$ cat config.mk
export PLATFORM = sky130hd
export DESIGN_NAME = edge_irq_ctrl
export DESIGN_NICKNAME = d
export VERILOG_FILES = /design/src/rtl/eifc_pkg.sv /design/src/rtl/eifc_sync.sv /design/src/rtl/eifc_edge_fsm.sv /design/src/rtl/eifc_flag_bank.sv /design/src/rtl/edge_irq_ctrl.sv
export SDC_FILE = /design/constraint.sdc
export NUM_CORES = 1
export LEC_CHECK = 0
export BUFFER_PORTS_ARGS = -buffer_cell sky130_fd_sc_hd__clkbuf_2
export CORE_MARGIN = 1
export CORE_UTILIZATION = 44
export CTS_CLUSTER_SIZE = 30
export DETAILED_ROUTE_END_ITERATION = 10
export GPL_ROUTABILITY_DRIVEN = 0
export GPL_TIMING_DRIVEN = 0
export PLACE_DENSITY_LB_ADDON = 0.15
export SLEW_MARGIN = 20
export SYNTH_ARGS = -nofsm -noshare
export SYNTH_HDL_FRONTEND = slang
export SYNTH_SLANG_ARGS = --single-unit
$ cat constraint.sdc
create_clock -name clk -period 0.9 [get_ports clk]
set_input_delay 0.135 -clock clk [delete_from_list [all_inputs] [get_ports clk]]
set_output_delay 0.135 -clock clk [all_outputs]
set_load 0.05 [all_outputs]
$ cat src/rtl/eifc_pkg.sv
package eifc_pkg;
    localparam int unsigned NSRC_DEF = 12;
    localparam logic [11:0] RISE_DEF = 12'h733;

    typedef enum logic {
        LVL_LOW  = 1'b0,
        LVL_HIGH = 1'b1
    } lvl_state_t;

    typedef enum logic {
        SEL_FLAG_CLR = 1'b0,
        SEL_ENABLE   = 1'b1
    } wr_sel_t;
endpackage

$ cat src/rtl/eifc_sync.sv
module eifc_sync #(
    parameter int unsigned W = 12
) (
    input  logic         clk,
    input  logic         rst_n,
    input  logic [W-1:0] d,
    output logic [W-1:0] q
);
    logic [W-1:0] meta;

    always_ff @(posedge clk) begin
        if (!rst_n) begin
            meta <= '0;
            q    <= '0;
        end else begin
            meta <= d;
            q    <= meta;
        end
    end
endmodule

$ cat src/rtl/eifc_edge_fsm.sv
module eifc_edge_fsm
    import eifc_pkg::*;
#(
    parameter logic RISING = 1'b1
) (
    input  logic clk,
    input  logic rst_n,
    input  logic lvl,
    input  logic arm,
    output logic fire
);
    lvl_state_t state, state_nx;

    // next-state selection
    always_comb begin
        state_nx = state;
        unique case (state)
            LVL_LOW:  if (lvl)  state_nx = LVL_HIGH;
            LVL_HIGH: if (!lvl) state_nx = LVL_LOW;
        endcase
    end

    // state register
    always_ff @(posedge clk) begin
        if (!rst_n) state <= LVL_LOW;
        else        state <= state_nx;
    end

    // one-shot output on the qualifying transition only
    always_comb begin
        fire = 1'b0;
        unique case (state)
            LVL_LOW:  fire = arm && RISING && lvl;
            LVL_HIGH: fire = arm && !RISING && !lvl;
        endcase
    end
endmodule

$ cat src/rtl/eifc_flag_bank.sv
module eifc_flag_bank #(
    parameter int unsigned W = 12
) (
    input  logic         clk,
    input  logic         rst_n,
    input  logic [W-1:0] set_vec,
    input  logic         clr_we,
    input  logic         ena_we,
    input  logic [W-1:0] wdata,
    output logic [W-1:0] flag_q,
    output logic [W-1:0] ena_q
);
    logic [W-1:0] clr_vec;

    assign clr_vec = clr_we ? wdata : '0;

    always_ff @(posedge clk) begin
        if (!rst_n) begin
            flag_q <= '0;
            ena_q  <= '0;
        end else begin
            flag_q <= (flag_q & ~clr_vec) | set_vec;
            if (ena_we) ena_q <= wdata;
        end
    end
endmodule

$ cat src/rtl/edge_irq_ctrl.sv
module edge_irq_ctrl
    import eifc_pkg::*;
#(
    parameter int unsigned NSRC      = NSRC_DEF,
    parameter logic [NSRC-1:0] RISE_MASK = RISE_DEF
) (
    input  logic            clk,
    input  logic            rst_n,
    input  logic [NSRC-1:0] pin_in,
    input  logic [NSRC-1:0] edge_en,
    input  logic            cpu_iflag,
    input  logic            wr_en,
    input  logic            wr_sel,
    input  logic [NSRC-1:0] wr_data,
    output logic [NSRC-1:0] flags,
    output logic [NSRC-1:0] irq_mask,
    output logic            irq_req
);
    logic [NSRC-1:0] pin_s;
    logic [NSRC-1:0] set_vec;
    logic            clr_we;
    logic            ena_we;

    eifc_sync #(.W(NSRC)) u_sync (
        .clk   (clk),
        .rst_n (rst_n),
        .d     (pin_in),
        .q     (pin_s)
    );

    for (genvar i = 0; i < NSRC; i++) begin : g_src
        eifc_edge_fsm #(.RISING(RISE_MASK[i])) u_fsm (
            .clk   (clk),
            .rst_n (rst_n),
            .lvl   (pin_s[i]),
            .arm   (edge_en[i]),
            .fire  (set_vec[i])
        );
    end

    assign clr_we = wr_en && (wr_sel == SEL_FLAG_CLR);
    assign ena_we = wr_en && (wr_sel == SEL_ENABLE);

    eifc_flag_bank #(.W(NSRC)) u_bank (
        .clk     (clk),
        .rst_n   (rst_n),
        .set_vec (set_vec),
        .clr_we  (clr_we),
        .ena_we  (ena_we),
        .wdata   (wr_data),
        .flag_q  (flags),
        .ena_q   (irq_mask)
    );

    assign irq_req = !cpu_iflag && |(flags & irq_mask);
endmodule

# Yosys cells after proc, flatten, opt, wreduce, memory -nomap -nowiden
# Index checks and enable logic that the tools add are counted.
# Widths: inputs -> output; s select.
[classes] muxes=25 bitwise_logic=17 reduce_logical=22
[op_table] operator="$and 12x12->12" n=2
[op_table] operator="$pmux 1 s2" n=12
[op_table] operator="$logic_and 1x1->1" n=15
[op_table] operator="$not 1->1" n=13
[op_table] operator="$mux 1" n=12
[op_table] operator="$mux 12" n=1
[op_table] operator="$not 12->12" n=1
[op_table] operator="$or 12x12->12" n=1
[op_table] operator="$reduce_or 12->1" n=1
[op_table] operator="$logic_not 1->1" n=6
[totals] regBits=60 in_bits=41 out_inout_bits=25 elab_cells=80

# Depth between registers and ports, before layout
[depth] ltp_word=6 depth_mapped=4 mapped_depth_nobuf=3

# Hierarchy
# From an unflattened synthesis, not the netlist that was laid out.
[unflattened] hier_cells=183 area_unflattened_um2=2073.2
[by_module_without_submodules] mod="eifc_flag_bank" instances=1 cells_each=88 area_each_um2=880.8 seq_area_each_um2=480.5
[by_module_without_submodules] mod="eifc_sync" instances=1 cells_each=50 area_each_um2=675.6 seq_area_each_um2=480.5
[by_module_without_submodules] mod="eifc_edge_fsm at g_src[0].u_fsm ..." instances=7 cells_each=3 area_each_um2=35.0 seq_area_each_um2=20.0
[by_module_without_submodules] mod="eifc_edge_fsm at g_src[11].u_fsm ..." instances=5 cells_each=3 area_each_um2=36.3 seq_area_each_um2=20.0
[by_module_without_submodules] mod="edge_irq_ctrl" instances=1 cells_each=9 area_each_um2=90.1 seq_area_each_um2=0.0

# Worst setup path after synthesis
# No wires, ideal clock.
[synth_path] kind="reg2out" start="register u_bank.ena_q[5]" end="output port irq_req" arrival_ns=1.817 required_time_ns=0.765 setup_slack_ns=-1.052 stages_incl_launch_ff=4 path_buffers=0 cell_sequence="dfxtp_1 a22o_1 a221oi_1 a31oi_1"
[synth_via] elab_chain_cells=3
[synth_lines] element="start, declared" line="eifc_flag_bank.sv:11" rtl="output logic [W-1:0] ena_q"
[synth_lines] element="start signal, assigned" line="eifc_flag_bank.sv:23" rtl="if (ena_we) ena_q <= wdata;"
[synth_lines] element="$and 12x12->12" line="edge_irq_ctrl.sv:55" rtl="assign irq_req = !cpu_iflag && |(flags & irq_mask);"
[synth_lines] element="$reduce_or 12->1" line="edge_irq_ctrl.sv:55"
[synth_lines] element="$logic_and 1x1->1" line="edge_irq_ctrl.sv:55"
[synth_lines] element="end, declared" line="edge_irq_ctrl.sv:17" rtl="output logic irq_req"
# No other way between the ends.

# Worst setup path in the final report
[layout_path] start="register u_bank.ena_q[4]" end="output port irq_req"
# The elaborated chain is that of the path after synthesis.

==> impl_metrics.ini <==
[drt]
drc = 0
wl_per_cell_um = 14.0
vias_per_cell = 4.80
num_vias = 1633
drtPass1Iterations = 4
routed_wl_mm = 4.76
final_antenna_net_count = 0
drt_iter0_markers = 60

[synthesis]
synth_area_sq_um = 1990
postSynthCellCount = 192
synth.distinct_cells = 17
synth.largest_area_cell = dfxtp_1
synth_top_area_share = 0.603
syn-num-nets = 233
synth_seq_cells = 60
ys_top_cells_by_area = dfxtp_1 60%, and2_1 12%, nand2_1 7.0%
ys_warn_count = 0
ys_seq_area_frac = 0.603
syn_area_per_cell_sq_um = 10.4

[floorplanning]
rows = 24
start_util = 0.458
ios = 66
die_h_um = 69.3
dieArea_sq_um = 4800
core_area_sq_um = 4350
die_w_um = 69.3

[grt]
grt_antenna_before_repair = 0
grt_usage = 0.205
grt_max_degree = 11
grt_pass1_wl_mm = 7.50
grt_pass1_vias = 1575
grt_overflow = 0

[pwr]
power_density_nw_per_um2 = 1870
power_mw = 6.08
p_comb_frac = 0.109
swShare = 0.225
intPower_mw = 4.71
power_frac_clock = 0.432
peakVddDrop_mv = 1.31
power_leakage_nw = 1.39
netSwitchingPower_mw = 1.37
pwr-share-seq = 0.459

[cts]
cts-root-buf = clkbuf_8
cts_max_level = 3
clk_pin_slew_ps = 70
worstSkewPairLatency_ps = 330
cts_tree = done
numCtsBuffers = 9
cts_buffer_depth = 2
numClockSinks = 60

[timing]
max_slew_margin = 0.658
worstMarginPinSlew_ps = 513
hold_viol = 0
rsz0062_at_grt = true
fin_worst_skew_ps = 5.25
finalWorstSetupSlack_ps = -719
finalSetupTns_ps = -3410
setup_viol = 27
min_period_ps = 1620
slew_violations = 0
clock.fmax_mhz = 618
fin_crit_sh = 1.80

[setup_path]
cpPeakStageDelay_ps = 340
cp.arrival_ps = 1480
worstPathMaxFanout = 2
r2r_start = u_bank.ena_q[4]
reg2reg_slack_ps = -90
slowest_stage = dfxtp_4
required_ps = 760
timing.rr.end = u_bank.ena_q[4]
crit_chain = a22o_1 > a221oi_2 > a31oi_4 > buf_8
rr_worst_depth = 6
worst-setup-path-type = flop to primary output
cp-start-kind = flop
critPathCaptureType = primary output
crit_path_end = irq_req
cp-startpoint = u_bank.ena_q[4]

[status]
outcome = finished with violations
violations = setup timing

[place]
dp.cells = 309
portBuffers = 65
dpl.hpwl_mm = 2.83
place_ws_ps = -440

[run]
maxCapViolCount = 0

[cells_and_area]
final_cell_mix = 40 x clkbuf_2, 37 x and2_1, 36 x nand2_1, 36 x dfxtp_1, 21 x dfxtp_4
finalNonFillerCells = 340
antenna_cells = 0
nets = 324
layout_commonest_cell = clkbuf_2
layout-drive-gt1-share = 0.431
area_growth_pct = 63.0
utilization = 0.746

[hold_path]
hold_class = primary input to flop
## metrics by stage
| stage | area, sq um | hold WS, ps |
|---|---|---|
| final | 3250 | 14.2 |
| after CTS | 3150 | 0.0488 |
| after detailed placement | 2470 | 343 |
| after floorplan | 2080 | 260 |
| after global placement | 2470 | 341 |
| after global routing | 3250 | 1.98 |
## metal layers
metal | GRT usage | vias up | part of all wire
met1 | 0.263 | 745 | 0.43
met3 | 0.0640 | 11 | 0.049
met2 | 0.309 | 59 | 0.50
li1 | - | 818 | -
met5 | 0 | - | 0
met4 | 0.109 | 0 | 0.019
## worst max-delay path: cells and delay by family (launching register included)
kind	cells	cell delay, ps
buffers and inverters	1	170
flip-flops	1	340
AO/OA/AOI/OAI	3	640
## how the worst min path moves through the flow
stage                     startpoint         endpoint  slack [ps]  cells past startpoint
after floorplan           wr_data[3]  u_bank.ena_q[3]         260                      2
after global placement     pin_in[6]   u_sync.meta[6]         340                      2
after detailed placement   pin_in[2]   u_sync.meta[2]         340                      2
after CTS                  pin_in[1]   u_sync.meta[1]        0.05                      2
after global routing       pin_in[6]   u_sync.meta[6]           2                      2
final                      pin_in[1]   u_sync.meta[1]          10                      2
## sequential cells by signal, indices dropped and copies added, names as in the netlist
name / count
u_bank.ena_q: 12
g_src.u_fsm.state: 12
u_sync.q: 12
u_bank.flag_q: 12
u_sync.meta: 12
## power by group through the flow
stage | clock (mW) | sequential (mW) | combinational, mW
after global placement | 0 | 2.85 | 0.489
after CTS | 2.69 | 2.80 | 0.634
after global routing | 2.84 | 2.80 | 0.708
after floorplan | 0 | 2.98 | 0.177
final | 2.63 | 2.79 | 0.666
after detailed placement | 0 | 2.86 | 0.492
## cell type report
class                           count  area (sq um)
Clock buffer                       15           230
Clock inverter                      1          5.00
Timing Repair Buffer               80           807
Multi-Input combinational cell    123           806
Tap cell                           52          65.1
Sequential cell                    60          1280
Buffer                              9          51.3
Fill cell                         295          1110
## cell families after synthesis
kind of cell,Yosys count,synth area share
simple gates,87,0.224
flops,60,0.603
compound gates,36,0.148
buf+inv,9,0.0257
## cell usage after synthesis
master and instances:
dfxtp_1 60, and2_1 37, nand2_1 37, a21boi_1 10, a21boi_0 7, a32o_1 7, nor2b_1 7, nor2_1 5
o21a_1 5, clkbuf_1 4, a221oi_1 3, a22o_1 3, buf_2 2, buf_4 2, a31oi_1 1, buf_6 1
nor2b_4 1
## timing repair
item	CTS	global route
pin swaps	4	2
endpoints found under the hold margin	8	0
setup endpoints to repair	25	26
setup buffers	6	2
hold buffers	8	0
resized for setup	62	36
(Power assumes the default switching activity.)
